## config.mk

```make
export PLATFORM = sky130hd
export DESIGN_NAME = slot_line_tx
export DESIGN_NICKNAME = d
export VERILOG_FILES = /design/src/rtl/bsl_pkg.sv /design/src/rtl/bsl_slot_timer.sv /design/src/rtl/bsl_frame_seq.sv /design/src/rtl/slot_line_tx.sv
export SDC_FILE = /design/constraint.sdc
export NUM_CORES = 1
export LEC_CHECK = 0
export ABC_CLOCK_PERIOD_IN_PS = 1800
export BUFFER_PORTS_ARGS = -buffer_cell sky130_fd_sc_hd__clkbuf_2
export CAP_MARGIN = 10
export CORE_MARGIN = 5
export CORE_UTILIZATION = 40
export DETAILED_ROUTE_END_ITERATION = 7
export HOLD_SLACK_MARGIN = 0.1
export PLACE_DENSITY_LB_ADDON = 0.2
export SETUP_SLACK_MARGIN = 0.2
export SLEW_MARGIN = 5
export SYNTH_ARGS = -nofsm -noshare
export SYNTH_HDL_FRONTEND = slang
export SYNTH_SLANG_ARGS = --single-unit
```

## constraint.sdc

```tcl
create_clock -name clk -period 1.8 [get_ports clk]
set_input_delay 0.09 -clock clk [delete_from_list [all_inputs] [get_ports clk]]
set_output_delay 0.09 -clock clk [all_outputs]
set_load 0.02 [all_outputs]
```

## src/rtl/bsl_pkg.sv

```systemverilog
package bsl_pkg;
  typedef enum logic [1:0] {
    PH_LOW  = 2'd0,
    PH_DATA = 2'd1,
    PH_WAIT = 2'd2
  } phase_t;
endpackage

```

## src/rtl/bsl_slot_timer.sv

```systemverilog
module bsl_slot_timer
  import bsl_pkg::*;
#(
  parameter int LOW_CYC  = 250,
  parameter int DATA_CYC = 250,
  parameter int WAIT_CYC = 500
) (
  input  logic   clk,
  input  logic   rst_n,
  input  logic   run_i,
  output phase_t phase_o,
  output logic   slot_end_o
);
  localparam int SLOT_CYC = LOW_CYC + DATA_CYC + WAIT_CYC;
  localparam int CW       = $clog2(SLOT_CYC + 1);

  phase_t        phase_q;
  logic [CW-1:0] cnt_q;
  logic          low_done, data_done, wait_done;

  assign low_done   = (cnt_q == CW'(LOW_CYC - 1));
  assign data_done  = (cnt_q == CW'(DATA_CYC - 1));
  assign wait_done  = (cnt_q == CW'(WAIT_CYC - 1));
  assign phase_o    = phase_q;
  assign slot_end_o = run_i && (phase_q == PH_WAIT) && wait_done;

  always_ff @(posedge clk or negedge rst_n) begin
    if (!rst_n) begin
      phase_q <= PH_LOW;
      cnt_q   <= '0;
    end else if (!run_i) begin
      phase_q <= PH_LOW;
      cnt_q   <= '0;
    end else begin
      case (phase_q)
        PH_LOW: begin
          if (low_done) begin
            phase_q <= PH_DATA;
            cnt_q   <= '0;
          end else cnt_q <= cnt_q + 1'b1;
        end
        PH_DATA: begin
          if (data_done) begin
            phase_q <= PH_WAIT;
            cnt_q   <= '0;
          end else cnt_q <= cnt_q + 1'b1;
        end
        PH_WAIT: begin
          if (wait_done) begin
            phase_q <= PH_LOW;
            cnt_q   <= '0;
          end else cnt_q <= cnt_q + 1'b1;
        end
        default: begin
          phase_q <= PH_LOW;
          cnt_q   <= '0;
        end
      endcase
    end
  end

  AST_CNT_RANGE: assert property (@(posedge clk) disable iff (!rst_n)
    (phase_q == PH_LOW  -> cnt_q < CW'(LOW_CYC)) &&
    (phase_q == PH_DATA -> cnt_q < CW'(DATA_CYC)) &&
    (phase_q == PH_WAIT -> cnt_q < CW'(WAIT_CYC)));

  AST_LOW_TO_DATA: assert property (@(posedge clk) disable iff (!rst_n)
    run_i && phase_q == PH_LOW && low_done |=> phase_q == PH_DATA || !run_i);
endmodule

```

## src/rtl/bsl_frame_seq.sv

```systemverilog
module bsl_frame_seq #(
  parameter int FRAME_BITS = 32
) (
  input  logic                  clk,
  input  logic                  rst_n,
  input  logic                  accept_i,
  input  logic [FRAME_BITS-1:0] frame_i,
  input  logic                  slot_end_i,
  output logic                  busy_o,
  output logic                  marker_o,
  output logic                  bit_o
);
  localparam int IW = $clog2(FRAME_BITS + 1);

  logic                  busy_q;
  logic [IW-1:0]         idx_q;
  logic [FRAME_BITS-1:0] sreg_q;

  assign busy_o   = busy_q;
  assign marker_o = (idx_q == '0);
  assign bit_o    = sreg_q[FRAME_BITS-1];

  always_ff @(posedge clk or negedge rst_n) begin
    if (!rst_n) begin
      busy_q <= 1'b0;
      idx_q  <= '0;
      sreg_q <= '0;
    end else if (!busy_q) begin
      if (accept_i) begin
        busy_q <= 1'b1;
        idx_q  <= '0;
        sreg_q <= frame_i;
      end
    end else if (slot_end_i) begin
      if (idx_q == IW'(FRAME_BITS)) begin
        busy_q <= 1'b0;
        idx_q  <= '0;
      end else begin
        idx_q <= idx_q + 1'b1;
        if (idx_q != '0) sreg_q <= sreg_q << 1;
      end
    end
  end

  AST_IDX_RANGE: assert property (@(posedge clk) disable iff (!rst_n)
    idx_q <= IW'(FRAME_BITS));

  AST_SHIFT_HOLD: assert property (@(posedge clk) disable iff (!rst_n)
    busy_q && !slot_end_i |=> $stable(sreg_q));
endmodule

```

## src/rtl/slot_line_tx.sv

```systemverilog
module slot_line_tx
  import bsl_pkg::*;
#(
  parameter int FRAME_BITS = 32,
  parameter int BIT_CYC    = 1000,
  parameter int LOW_CYC    = 250,
  parameter int DATA_CYC   = 250
) (
  input  logic                  clk,
  input  logic                  rst_n,
  input  logic                  frame_valid_i,
  output logic                  frame_ready_o,
  input  logic [FRAME_BITS-1:0] frame_data_i,
  output logic                  line_o
);
  localparam int WAIT_CYC = BIT_CYC - LOW_CYC - DATA_CYC;

  phase_t phase;
  logic   slot_end, busy, marker, cur_bit, accept;

  assign frame_ready_o = !busy;
  assign accept        = frame_valid_i && !busy;

  bsl_slot_timer #(
    .LOW_CYC (LOW_CYC),
    .DATA_CYC(DATA_CYC),
    .WAIT_CYC(WAIT_CYC)
  ) u_timer (
    .clk       (clk),
    .rst_n     (rst_n),
    .run_i     (busy),
    .phase_o   (phase),
    .slot_end_o(slot_end)
  );

  bsl_frame_seq #(
    .FRAME_BITS(FRAME_BITS)
  ) u_seq (
    .clk       (clk),
    .rst_n     (rst_n),
    .accept_i  (accept),
    .frame_i   (frame_data_i),
    .slot_end_i(slot_end),
    .busy_o    (busy),
    .marker_o  (marker),
    .bit_o     (cur_bit)
  );

  always_comb begin
    if (!busy)       line_o = 1'b1;
    else if (marker) line_o = 1'b0;
    else begin
      case (phase)
        PH_LOW:  line_o = 1'b0;
        PH_DATA: line_o = !cur_bit;
        default: line_o = 1'b1;
      endcase
    end
  end

  AST_ACCEPT_DROPS_READY: assert property (@(posedge clk) disable iff (!rst_n)
    frame_valid_i && frame_ready_o |=> !frame_ready_o);

  AST_IDLE_HIGH: assert property (@(posedge clk) disable iff (!rst_n)
    frame_ready_o |-> line_o);
endmodule

```

==> results of run 1 <==
[final timing paths]
| check | cells past startpoint | to | slack, ps |
|---|---|---|---|
| max | 8 | u_seq.sreg_q[17]$_DFFE_PN0P_ | -100 |
| min | 3 | u_seq.sreg_q[3]$_DFFE_PN0P_ | 140 |
| max reg2reg | 8 | u_seq.sreg_q[17]$_DFFE_PN0P_ | -100 |
| min reg2reg | 1 | u_seq.sreg_q[9]$_DFFE_PN0P_ | 520 |
| max in group asynchronous | 3 | u_seq.idx_q[3]$_DFFE_PN0P_ | 1160 |
| min in group asynchronous | 3 | u_seq.sreg_q[28]$_DFFE_PN0P_ | 300 |
[worst min-delay path, cell delays in order]
cell and delay [ps]:
sky130_fd_sc_hd__clkbuf_2 70, sky130_fd_sc_hd__mux2_2 130, sky130_fd_sc_hd__mux2_4 130
[area by class of cell]
class	instances	area, µm²
inverter	7	26.28
fill	530	2691
clock inverter	2	16.27
timing repair buffer	75	624.3
multi-input combinational	149	1573
tap	77	96.34
clock buffer	6	82.58
sequential	51	1276
[where the power goes]
group / total [µW] / leakage (µW) / switching [µW] / internal [µW]
Sequential: 1450 / 0.000600 / 126 / 1330
Combinational: 849 / 0.00101 / 341 / 509
Clock: 701 / 0.0000474 / 386 / 314
Total: 3000 / 0.00166 / 853 / 2150
[through the flow]
stage                     setup TNS [ps]  utilization [%]  power [µW]  hold slack (ps)  cells
after floorplan                        0                -        1837           -205.6    214
after global routing               -3696            57.86        3188            126.4    367
after CTS                         -461.3            53.39        2865            112.9    360
after global placement                 0            47.49        2062            91.04    340
after detailed placement               0            47.49        2081            93.16    340
final                              -1688            57.86        3003            135.8    367
[per-layer routing]
metal / up-vias / GRT usage, % / part of all wire [%]
met5: - / 0 / 0
met4: 0 / 4.034 / 0.92
met3: 4 / 3.719 / 3.8
met2: 40 / 19.77 / 48
met1: 910 / 18.91 / 47
li1: 912 / - / -
[sequential cells by signal, summed over array words and instances (netlist names)]
signal	count
u_timer.phase_o	2
u_timer.cnt_q	10
u_seq.sreg_q	32
u_seq.idx_q	6
u_seq.busy_o	1
[cell families after synthesis]
| logic type | after synthesis | synth area share, % |
|---|---|---|
| AOI/OAI and AO/OA | 16 | 4.266 |
| xor gates and xnor gates | 10 | 3.318 |
| adders and majority gates | 4 | 1.896 |
| buffers and inverters | 14 | 2.891 |
| DFF | 51 | 48.34 |
| muxes | 63 | 26.87 |
| and+or+nand+nor | 56 | 12.42 |
[cells in the final DEF (no fill, tap or decap), types with 7 or more instances in the layout]
master	Yosys	final
sky130_fd_sc_hd__dfrtp_1	51	51
sky130_fd_sc_hd__clkbuf_2	0	35
sky130_fd_sc_hd__mux2_4	0	32
sky130_fd_sc_hd__mux2_2	61	31
sky130_fd_sc_hd__buf_4	0	21
sky130_fd_sc_hd__nand3_1	12	12
sky130_fd_sc_hd__nand2_1	11	10
sky130_fd_sc_hd__buf_6	3	9
sky130_fd_sc_hd__xnor2_1	8	7
sky130_fd_sc_hd__nor2_4	0	7
[repair_timing]
item	CTS	global route
hold buffers	2	0
gates resized for setup	36	52
setup endpoints to repair	35	49
endpoints found under the hold margin	52	0
pin swaps	2	13
cloned	2	2
setup buffers	8	5
==> results.ini, run 1 <==
[outcome]
run_status=finished with violations
violations=negative setup slack

[floorplan]
die_w_um=91.24
y_dimension_of_the_die_um=91.24
total_die_area_um2=8325
design.portCount=37
initial_core_util_pct=41.34
floorplan.rows=29
coreArea_um2=6386

[placement]
post_dp_cell_area_um2=3033
placer_s_final_routability_congestion_estimate=0.7579
io_buffers=36
placement.setup.worst_slack_ps=47.11
detailedPlacementHpwl_um=3613

[drt]
routed_via_count_divided_by_cell_count=5.084
wl_um=5769
drt-pass1-iter-count=4
route.detailed.wl_per_inst_um=15.72
drc=0
route.vias.total=1866
final_antenna_net_count=0
initialDrtViolationCount=90

[yosys]
synth_common_cells=sky130_fd_sc_hd__mux2_2 (61), sky130_fd_sc_hd__dfrtp_1 (51), sky130_fd_sc_hd__nor2_1 (13)
total_standard_cell_area_after_synthesis_um2=2640
seq_area_frac_synth_pct=48.34
synth_async_sr_flop_share_pct=100.0
post_synth_main_area_contributors=sky130_fd_sc_hd__dfrtp_1 (48%), sky130_fd_sc_hd__mux2_2 (26%), sky130_fd_sc_hd__xnor2_1 (2.7%), sky130_fd_sc_hd__nand3_1 (2.3%), sky130_fd_sc_hd__ha_1 (1.9%)
synth_enable_flop_cells=0
ys.flop_type=sky130_fd_sc_hd__dfrtp_1
postSynthNetCount=253
synth_largest_area_cell=sky130_fd_sc_hd__dfrtp_1
synthDominantCellAreaShare_pct=48.34
synth.distinct_cells=35
postSynthRegisterBits=51
postSynthAreaPerCell_um2=12.34
yosys.cell_count.top_type=sky130_fd_sc_hd__mux2_2
postSynthCellCount=214
yosysWarnings=0

[setup_path]
worstPathBufferInverterCount=3
top_fanout_value_on_the_critical_path=6
slowest_stage=sky130_fd_sc_hd__dfrtp_1
critPathRequiredTime_ps=2000
worst_ep_arrival_time_ps=2100
critPathLaunchType=flop
crit_path_cell_trace=ha_2, and3b_2, nand4_4, o21ai_4, buf_6, buf_12, buf_16, mux2_4
critPathKind=flop to flop
regToRegStartpoint=u_timer.cnt_q[0]$_DFF_PN0_
critPathCaptureType=flop
critical-path-top-delay-family=flip-flops
timing.critical_path.from=u_timer.cnt_q[0]$_DFF_PN0_
max_stage_delay_ps=370

[global_routing]
gr-total-overflow=0
grt_pass1_vias=1929
global_router_s_overall_resource_usage_pct=13.32
grt_antenna_before_repair=0
global_route_wire_length_before_repair_um=9156
largest_net_degree_at_the_start_of_global_routing=32

[finish]
areaGrowthSynthToFinish_pct=39.95
finish.net_count=328
final_design_area_no_fill_um2=3695
post_route_cells_drive_above_1_share_pct=59.66
inserted_diodes=0

[power]
power_density_nw_per_um2=812.8
power_leakage_uw=0.001662
worst_ir_drop_vdd_uv=410.6

[sta]
finalSetupViolations=33
worst_clock_skew_ps=12.90
timing.final.hold_violations=0
tightestPinTransition_ps=394.9
finalMaxSlewViolations=0
highest_clock_rate_mhz=526.3
post-route-min-period_ps=1900
final_cycle_share_pct=105.6
layout_setup_ws_ps=-100.2
grt_setup_unrepaired=yes
max_transition_margin_pct=73.67

[clock_tree]
clock_sink_count=51
cts.clk_slew.worst_paths_ps=100
htree_num_levels=2
clock_latency_ps=310
clk_path_buf_depth=2
clock_tree_root_driver_cell=sky130_fd_sc_hd__clkbuf_8
cts_buffers=5
cts_tree=built

[job]
timing.max_cap.violations=0

[worst_hold_path]
timing.hold.worst.start=frame_data_i[3]
min_path_type=primary input to flop

Note: power is estimated with default switching activity, not from simulation.
==> run 2: changes to the inputs <==
BUFFER_PORTS_ARGS = unset   (was -buffer_cell sky130_fd_sc_hd__clkbuf_2)
CORE_UTILIZATION = 55   (was 40)
DONT_BUFFER_PORTS = 1   (was unset)
RECOVER_POWER = 100   (was unset)
==> run 2 against run 1 <==
  * The run still ends with negative setup slack left
  * Wire length decreased by 4.4%
  * Cell area shrank 4.7%
  * Sequential cell count stayed put
  * Maximum frequency rose by 1.2%
  * Non-clock buffer count fell by 10
  * Critical path depth unchanged
  * Register-to-register slack gained 20 ps
  * Clock skew fell by 8.3 ps
  * Critical endpoint is now u_seq.sreg_q[21]$_DFFE_PN0P_
  * Largest power group unchanged
==> results.ini, run 2 (same netlist as run 1, synthesis figures left out) <==
[drt]
initialDrtViolationCount=78
routed_via_count_divided_by_cell_count=5.581
drc=0
wl_um=5515
drt-pass1-iter-count=4
final_antenna_net_count=0
route.vias.total=1864
route.detailed.wl_per_inst_um=16.51

[finish]
final_design_area_no_fill_um2=3522
reg_top3=u_seq.sreg_q (32), u_timer.cnt_q (10), u_seq.idx_q (6)
largest_register_ff_count=32
areaGrowthSynthToFinish_pct=33.41
finish.net_count=318
final_cells=334
layout.cells.most_common_list=sky130_fd_sc_hd__dfrtp_1 (51), sky130_fd_sc_hd__mux2_2 (40), sky130_fd_sc_hd__dlygate4sd3_1 (34)
top_register=u_seq.sreg_q
most_frequent_standard_cell_in_the_layout_excluding_fill_and_tap_cells=sky130_fd_sc_hd__dfrtp_1
post_route_cells_drive_above_1_share_pct=40.00
inserted_diodes=0

[power]
switching_power_uw=797.1
p_sw_share_pct=28.25
power.sequential.fraction_pct=51.9
combPwrFrac_pct=24.9
worst_ir_drop_vdd_uv=593.3
power_leakage_uw=0.001534
power_report.internal_total_uw=2024
clock_power_share_pct=23.1
power_density_nw_per_um2=801.0

[global_routing]
grt_pass1_vias=1946
largest_net_degree_at_the_start_of_global_routing=52
global_route_wire_length_before_repair_um=9425
global_router_s_overall_resource_usage_pct=19.26
grt_antenna_before_repair=0
gr-total-overflow=0

[clock_tree]
htree_num_levels=2
clock_tree_root_driver_cell=sky130_fd_sc_hd__clkbuf_8
clock_sink_count=51
cts_buffers=5
cts.clk_slew.worst_paths_ps=90
cts_tree=built
clk_path_buf_depth=2
clock_latency_ps=310

[sta]
timing.final.hold_violations=0
finalMaxSlewViolations=0
worst_clock_skew_ps=4.579
post-route-min-period_ps=1877
tightestPinTransition_ps=1249
hold_slack_ps=133.9
highest_clock_rate_mhz=532.6
final_cycle_share_pct=104.3
finalSetupViolations=19
max_transition_margin_pct=16.72
grt_setup_unrepaired=yes
layout_setup_ws_ps=-77.42

[placement]
detailedPlacementHpwl_um=3275
dp.cells=276
placer_s_final_routability_congestion_estimate=0.7996
io_buffers=0
post_dp_cell_area_um2=2799

[setup_path]
critPathRequiredTime_ps=2000
critPathKind=flop to flop
crit_path_cell_trace=ha_2, and3b_2, nand4_4, o21ai_4, buf_6, buf_6, buf_16, mux2_4
slowest_stage=sky130_fd_sc_hd__dfrtp_1
critPathLaunchType=flop
worst_ep_arrival_time_ps=2080
cpMostUsedCell=sky130_fd_sc_hd__buf_6
top_fanout_value_on_the_critical_path=5
worstPathBufferInverterCount=3
max_stage_delay_ps=370
regToRegEndpoint=u_seq.sreg_q[21]$_DFFE_PN0P_
critical-path-top-delay-family=flip-flops
regToRegStartpoint=u_timer.cnt_q[0]$_DFF_PN0_
critPathCaptureType=flop
worst-r2r-cell-count=8
timing.reg2reg.setup_slack_ps=-80

[floorplan]
initial_core_util_pct=56.27
design.portCount=37
die_w_um=79.28
coreArea_um2=4692
floorplan.rows=25
total_die_area_um2=6285
y_dimension_of_the_die_um=79.28

[outcome]
run_status=finished with violations
violations=negative setup slack

[worst_hold_path]
min_path_type=primary input to flop
hold_path_end=u_seq.idx_q[0]$_DFFE_PN0P_
timing.hold.worst.start=frame_valid_i
hold_depth=3

[job]
timing.max_cap.violations=0

[run 2: metal layers]
layer / share of wire [%] / vias up / global-route usage, %
met5: 0 / - / 0
met4: 1.5 / 0 / 6.186
met3: 5.3 / 5 / 4.195
met2: 48 / 52 / 31.48
met1: 45 / 914 / 25.50
li1: - / 893 / -
[run 2: power by group through the flow]
| stage | clock [µW] | sequential, µW | combinational, µW |
|---|---|---|---|
| after floorplan | 0 | 1460 | 379 |
| after global placement | 0 | 1460 | 506 |
| after detailed placement | 0 | 1480 | 533 |
| after CTS | 677 | 1460 | 686 |
| after global routing | 732 | 1490 | 782 |
| final | 653 | 1460 | 703 |
[run 2: worst reg2reg max path, delay by kind of cell (launching register included)]
kind	cells	cell delay (ps)
adders and majority gates	1	180
AOI/OAI and AO/OA	1	210
muxes	1	290
buffers and inverters	3	370
and+or+nand+nor	2	360
DFF	1	370
[run 2: cell type report]
| cell class | instances | area, µm² |
|---|---|---|
| Inverter | 7 | 26.28 |
| Clock inverter | 3 | 20.02 |
| Tap cell | 54 | 67.56 |
| Multi-Input combinational cell | 149 | 1396 |
| Sequential cell | 51 | 1276 |
| Fill cell | 283 | 1170 |
| Clock buffer | 5 | 68.82 |
| Timing Repair Buffer | 65 | 666.9 |
[run 2: what timing repair did]
| action | in CTS | in global routing |
|---|---|---|
| endpoints found under the setup margin | 35 | 49 |
| hold buffers | 35 | 0 |
| resized for setup | 34 | 4 |
| endpoints found under the hold margin | 84 | 0 |
| gates cloned | 3 | 0 |
| buffers inserted | 8 | 4 |
| pin swaps | 1 | 7 |
[run 2: how the worst max path moves through the flow]
stage               cells past startpoint                        from  slack (ps)                           end
CTS                                     6  u_seq.idx_q[1]$_DFFE_PN0P_         -70                        line_o
global route                            6  u_seq.idx_q[1]$_DFFE_PN0P_        -150                        line_o
global placement                        5  u_timer.cnt_q[9]$_DFF_PN0_          90  u_seq.sreg_q[26]$_DFFE_PN0P_
floorplan                               6  u_timer.cnt_q[0]$_DFF_PN0_          50   u_seq.sreg_q[0]$_DFFE_PN0P_
finish                                  8  u_timer.cnt_q[0]$_DFF_PN0_         -80  u_seq.sreg_q[21]$_DFFE_PN0P_
detailed placement                      5  u_timer.cnt_q[9]$_DFF_PN0_          50  u_seq.sreg_q[18]$_DFFE_PN0P_
[run 2: stage by stage]
stage	TNS (ps)	util [%]	power [µW]	setup slack [ps]
final	-711.8	75.07	2821	-77.42
after global routing	-2888	75.07	2999	-148.1
after CTS	-196.8	74.91	2820	-65.36
after detailed placement	0	59.65	2008	51.52
after global placement	0	59.65	1966	89.62
after floorplan	0	-	1837	47.98
==> run 3: changes to the inputs <==
CORE_MARGIN = unset   (was 5)
==> run 3 against run 2 <==
  * The flow finishes with violations (design-rule violations, negative setup slack)
  * Sequential power about the same
  * Power up 1.5%
  * Worst hold slack better by 37 ps
  * Critical path depth down 4
  * Register-to-register slack better by 60 ps
  * Clock power up 2%
  * Utilization up 4.5 points
  * Clock skew up 1.6 ps
  * Sequential share of layout area down 0.39 points
  * Global-route usage up 6.4 points
  * Combinational power up 3.3%
  * Cell area up 1.1%
==> results.ini, run 3 (same netlist as run 1, synthesis figures left out) <==
[sta]
timing.final.hold_violations=0
max_transition_margin_pct=18.81
fin_setup_tns_ps=-117.5
worst_clock_skew_ps=6.219
highest_clock_rate_mhz=542.1
final_cycle_share_pct=102.5
post-route-min-period_ps=1845
finalMaxSlewViolations=0
layout_setup_ws_ps=-44.67
tightestPinTransition_ps=1218
finalSetupViolations=17
grt_setup_unrepaired=yes

[floorplan]
floorplan.rows=24
coreArea_um2=4474
design.portCount=37
initial_core_util_pct=59.00
die_w_um=71.28
total_die_area_um2=5081
y_dimension_of_the_die_um=71.28

[finish]
layout.cells.most_common_list=sky130_fd_sc_hd__dfrtp_1 (51), sky130_fd_sc_hd__dlygate4sd3_1 (34), sky130_fd_sc_hd__mux2_4 (32)
most_frequent_standard_cell_in_the_layout_excluding_fill_and_tap_cells=sky130_fd_sc_hd__dfrtp_1
inserted_diodes=0
reg_top3=u_seq.sreg_q (32), u_timer.cnt_q (10), u_seq.idx_q (6)
final_cells=329
areaGrowthSynthToFinish_pct=34.88
post_route_cells_drive_above_1_share_pct=40.43
num-fill-cells=217
finish.net_count=315
top_register=u_seq.sreg_q
fin_util_pct=79.59
largest_register_ff_count=32

[drt]
final_antenna_net_count=0
routed_via_count_divided_by_cell_count=5.775
wl_um=6172
route.vias.total=1900
initialDrtViolationCount=193
drc=7
drt-pass1-iter-count=6
route.detailed.wl_per_inst_um=18.76

[power]
worst_ir_drop_vdd_uv=627.2
power_density_nw_per_um2=803.9
power_leakage_uw=0.001564

[clock_tree]
htree_num_levels=2
cts_tree=built
cts_buffers=5
clock_sink_count=51
cts.clk_slew.worst_paths_ps=90
clock_tree_root_driver_cell=sky130_fd_sc_hd__clkbuf_8
clock_latency_ps=310
clk_path_buf_depth=2

[global_routing]
global_router_s_overall_resource_usage_pct=25.64
grt_pass1_vias=2015
grt_antenna_before_repair=0
largest_net_degree_at_the_start_of_global_routing=52
gr-total-overflow=0
global_route_wire_length_before_repair_um=9873

[setup_path]
slowest_stage=sky130_fd_sc_hd__or4b_4
critical-path-top-delay-family=simple AND/OR/NAND/NOR gates
regToRegEndpoint=u_seq.sreg_q[14]$_DFFE_PN0P_
crit_path_cell_trace=or4b_4, o22ai_2, nand2_1, buf_6
max_stage_delay_ps=580
top_fanout_value_on_the_critical_path=7
regToRegStartpoint=u_timer.cnt_q[0]$_DFF_PN0_
critPathLaunchType=flop
critPathRequiredTime_ps=1710
worstPathBufferInverterCount=1
worst-r2r-cell-count=7
worst_ep_arrival_time_ps=1750
critPathKind=flop to primary output
timing.reg2reg.setup_slack_ps=-20
critPathCaptureType=primary output

[placement]
io_buffers=0
detailedPlacementHpwl_um=3270
dp.cells=271
placer_s_final_routability_congestion_estimate=0.8439

[worst_hold_path]
min_path_type=primary input to flop
hold_path_end=u_seq.idx_q[2]$_DFFE_PN0P_
timing.hold.worst.start=frame_valid_i
hold_depth=3

[outcome]
violations=design-rule violations, negative setup slack
run_status=finished with violations

[job]
timing.max_cap.violations=0

[run 3: changes by cell type in the layout (fill, tap and decap cells not counted), moves of 2 or more]
cell | before | now
sky130_fd_sc_hd__clkbuf_1 | 2 | 4
sky130_fd_sc_hd__buf_4 | 18 | 14
sky130_fd_sc_hd__mux2_4 | 21 | 32
sky130_fd_sc_hd__mux2_2 | 40 | 31
sky130_fd_sc_hd__mux2_1 | 2 | 0
[run 3: repair_timing]
item	4_1_cts	5_1_grt
gates cloned	2	1
setup endpoints to repair	35	49
pin swaps	7	7
hold buffers	35	0
endpoints found under the hold margin	84	0
gates resized for setup	48	13
buffers inserted	10	2
[run 3: worst reg2reg max path, cell delays in order, from the launching register on]
cell and delay, ps:
sky130_fd_sc_hd__dfrtp_1 360, sky130_fd_sc_hd__ha_1 180, sky130_fd_sc_hd__and3b_2 220, sky130_fd_sc_hd__nand4_4 120, sky130_fd_sc_hd__o21ai_4 210, sky130_fd_sc_hd__buf_6 150
sky130_fd_sc_hd__buf_12 140, sky130_fd_sc_hd__mux2_4 310
[run 3: how the worst max path moves through the flow]
stage / from / endpoint / slack, ps / depth (start not counted)
4_1_cts: u_seq.idx_q[1]$_DFFE_PN0P_ / line_o / -60 / 6
3_3_place_gp: u_timer.cnt_q[1]$_DFF_PN0_ / u_seq.sreg_q[17]$_DFFE_PN0P_ / 80 / 6
6_report: u_seq.idx_q[3]$_DFFE_PN0P_ / line_o / -40 / 4
2_1_floorplan: u_timer.cnt_q[0]$_DFF_PN0_ / u_seq.sreg_q[0]$_DFFE_PN0P_ / 50 / 6
5_1_grt: u_seq.idx_q[0]$_DFFE_PN0P_ / line_o / -100 / 6
3_5_place_dp: u_timer.cnt_q[1]$_DFF_PN0_ / u_seq.sreg_q[7]$_DFFE_PN0P_ / 10 / 6
[run 3: layout make-up]
type                    count  area (µm²)  share of cell area [%]
clock inverters             2       12.51                  0.3514
clock buffers               6       72.57                   2.038
inverters                   7       26.28                  0.7379
multi-input cells         149        1470                   41.29
flip-flops and latches     51        1276                   35.84
well taps                  52       65.06                   1.827
repair buffers             62       638.1                   17.92
[run 3: routing by layer]
metal  routed length (µm)  vias up  GRT usage (%)
met5                    0        -              0
met3                  220       14          5.767
li1                     -      887              -
met1                 2630      947          32.74
met2                 3167       52          42.86
met4                  153        0          9.778
[run 3: power breakdown]
group	switching [µW]	internal [µW]	total, µW
Combinational	299	426	726
Clock	394	273	667
Sequential	143	1330	1470
[run 3: per-stage QoR]
| stage | power [µW] | hold WS (ps) | worst slack [ps] | area, µm² |
|---|---|---|---|---|
| final | 2863 | 171.2 | -44.67 | 3561 |
| after global routing | 3016 | 209.9 | -96.44 | 3561 |
| after CTS | 2843 | 148.7 | -64.09 | 3512 |
| after detailed placement | 1997 | -204.4 | 11.50 | 2761 |
| after global placement | 1950 | -204.4 | 79.73 | 2761 |
| after floorplan | 1837 | -205.6 | 47.98 | 2644 |
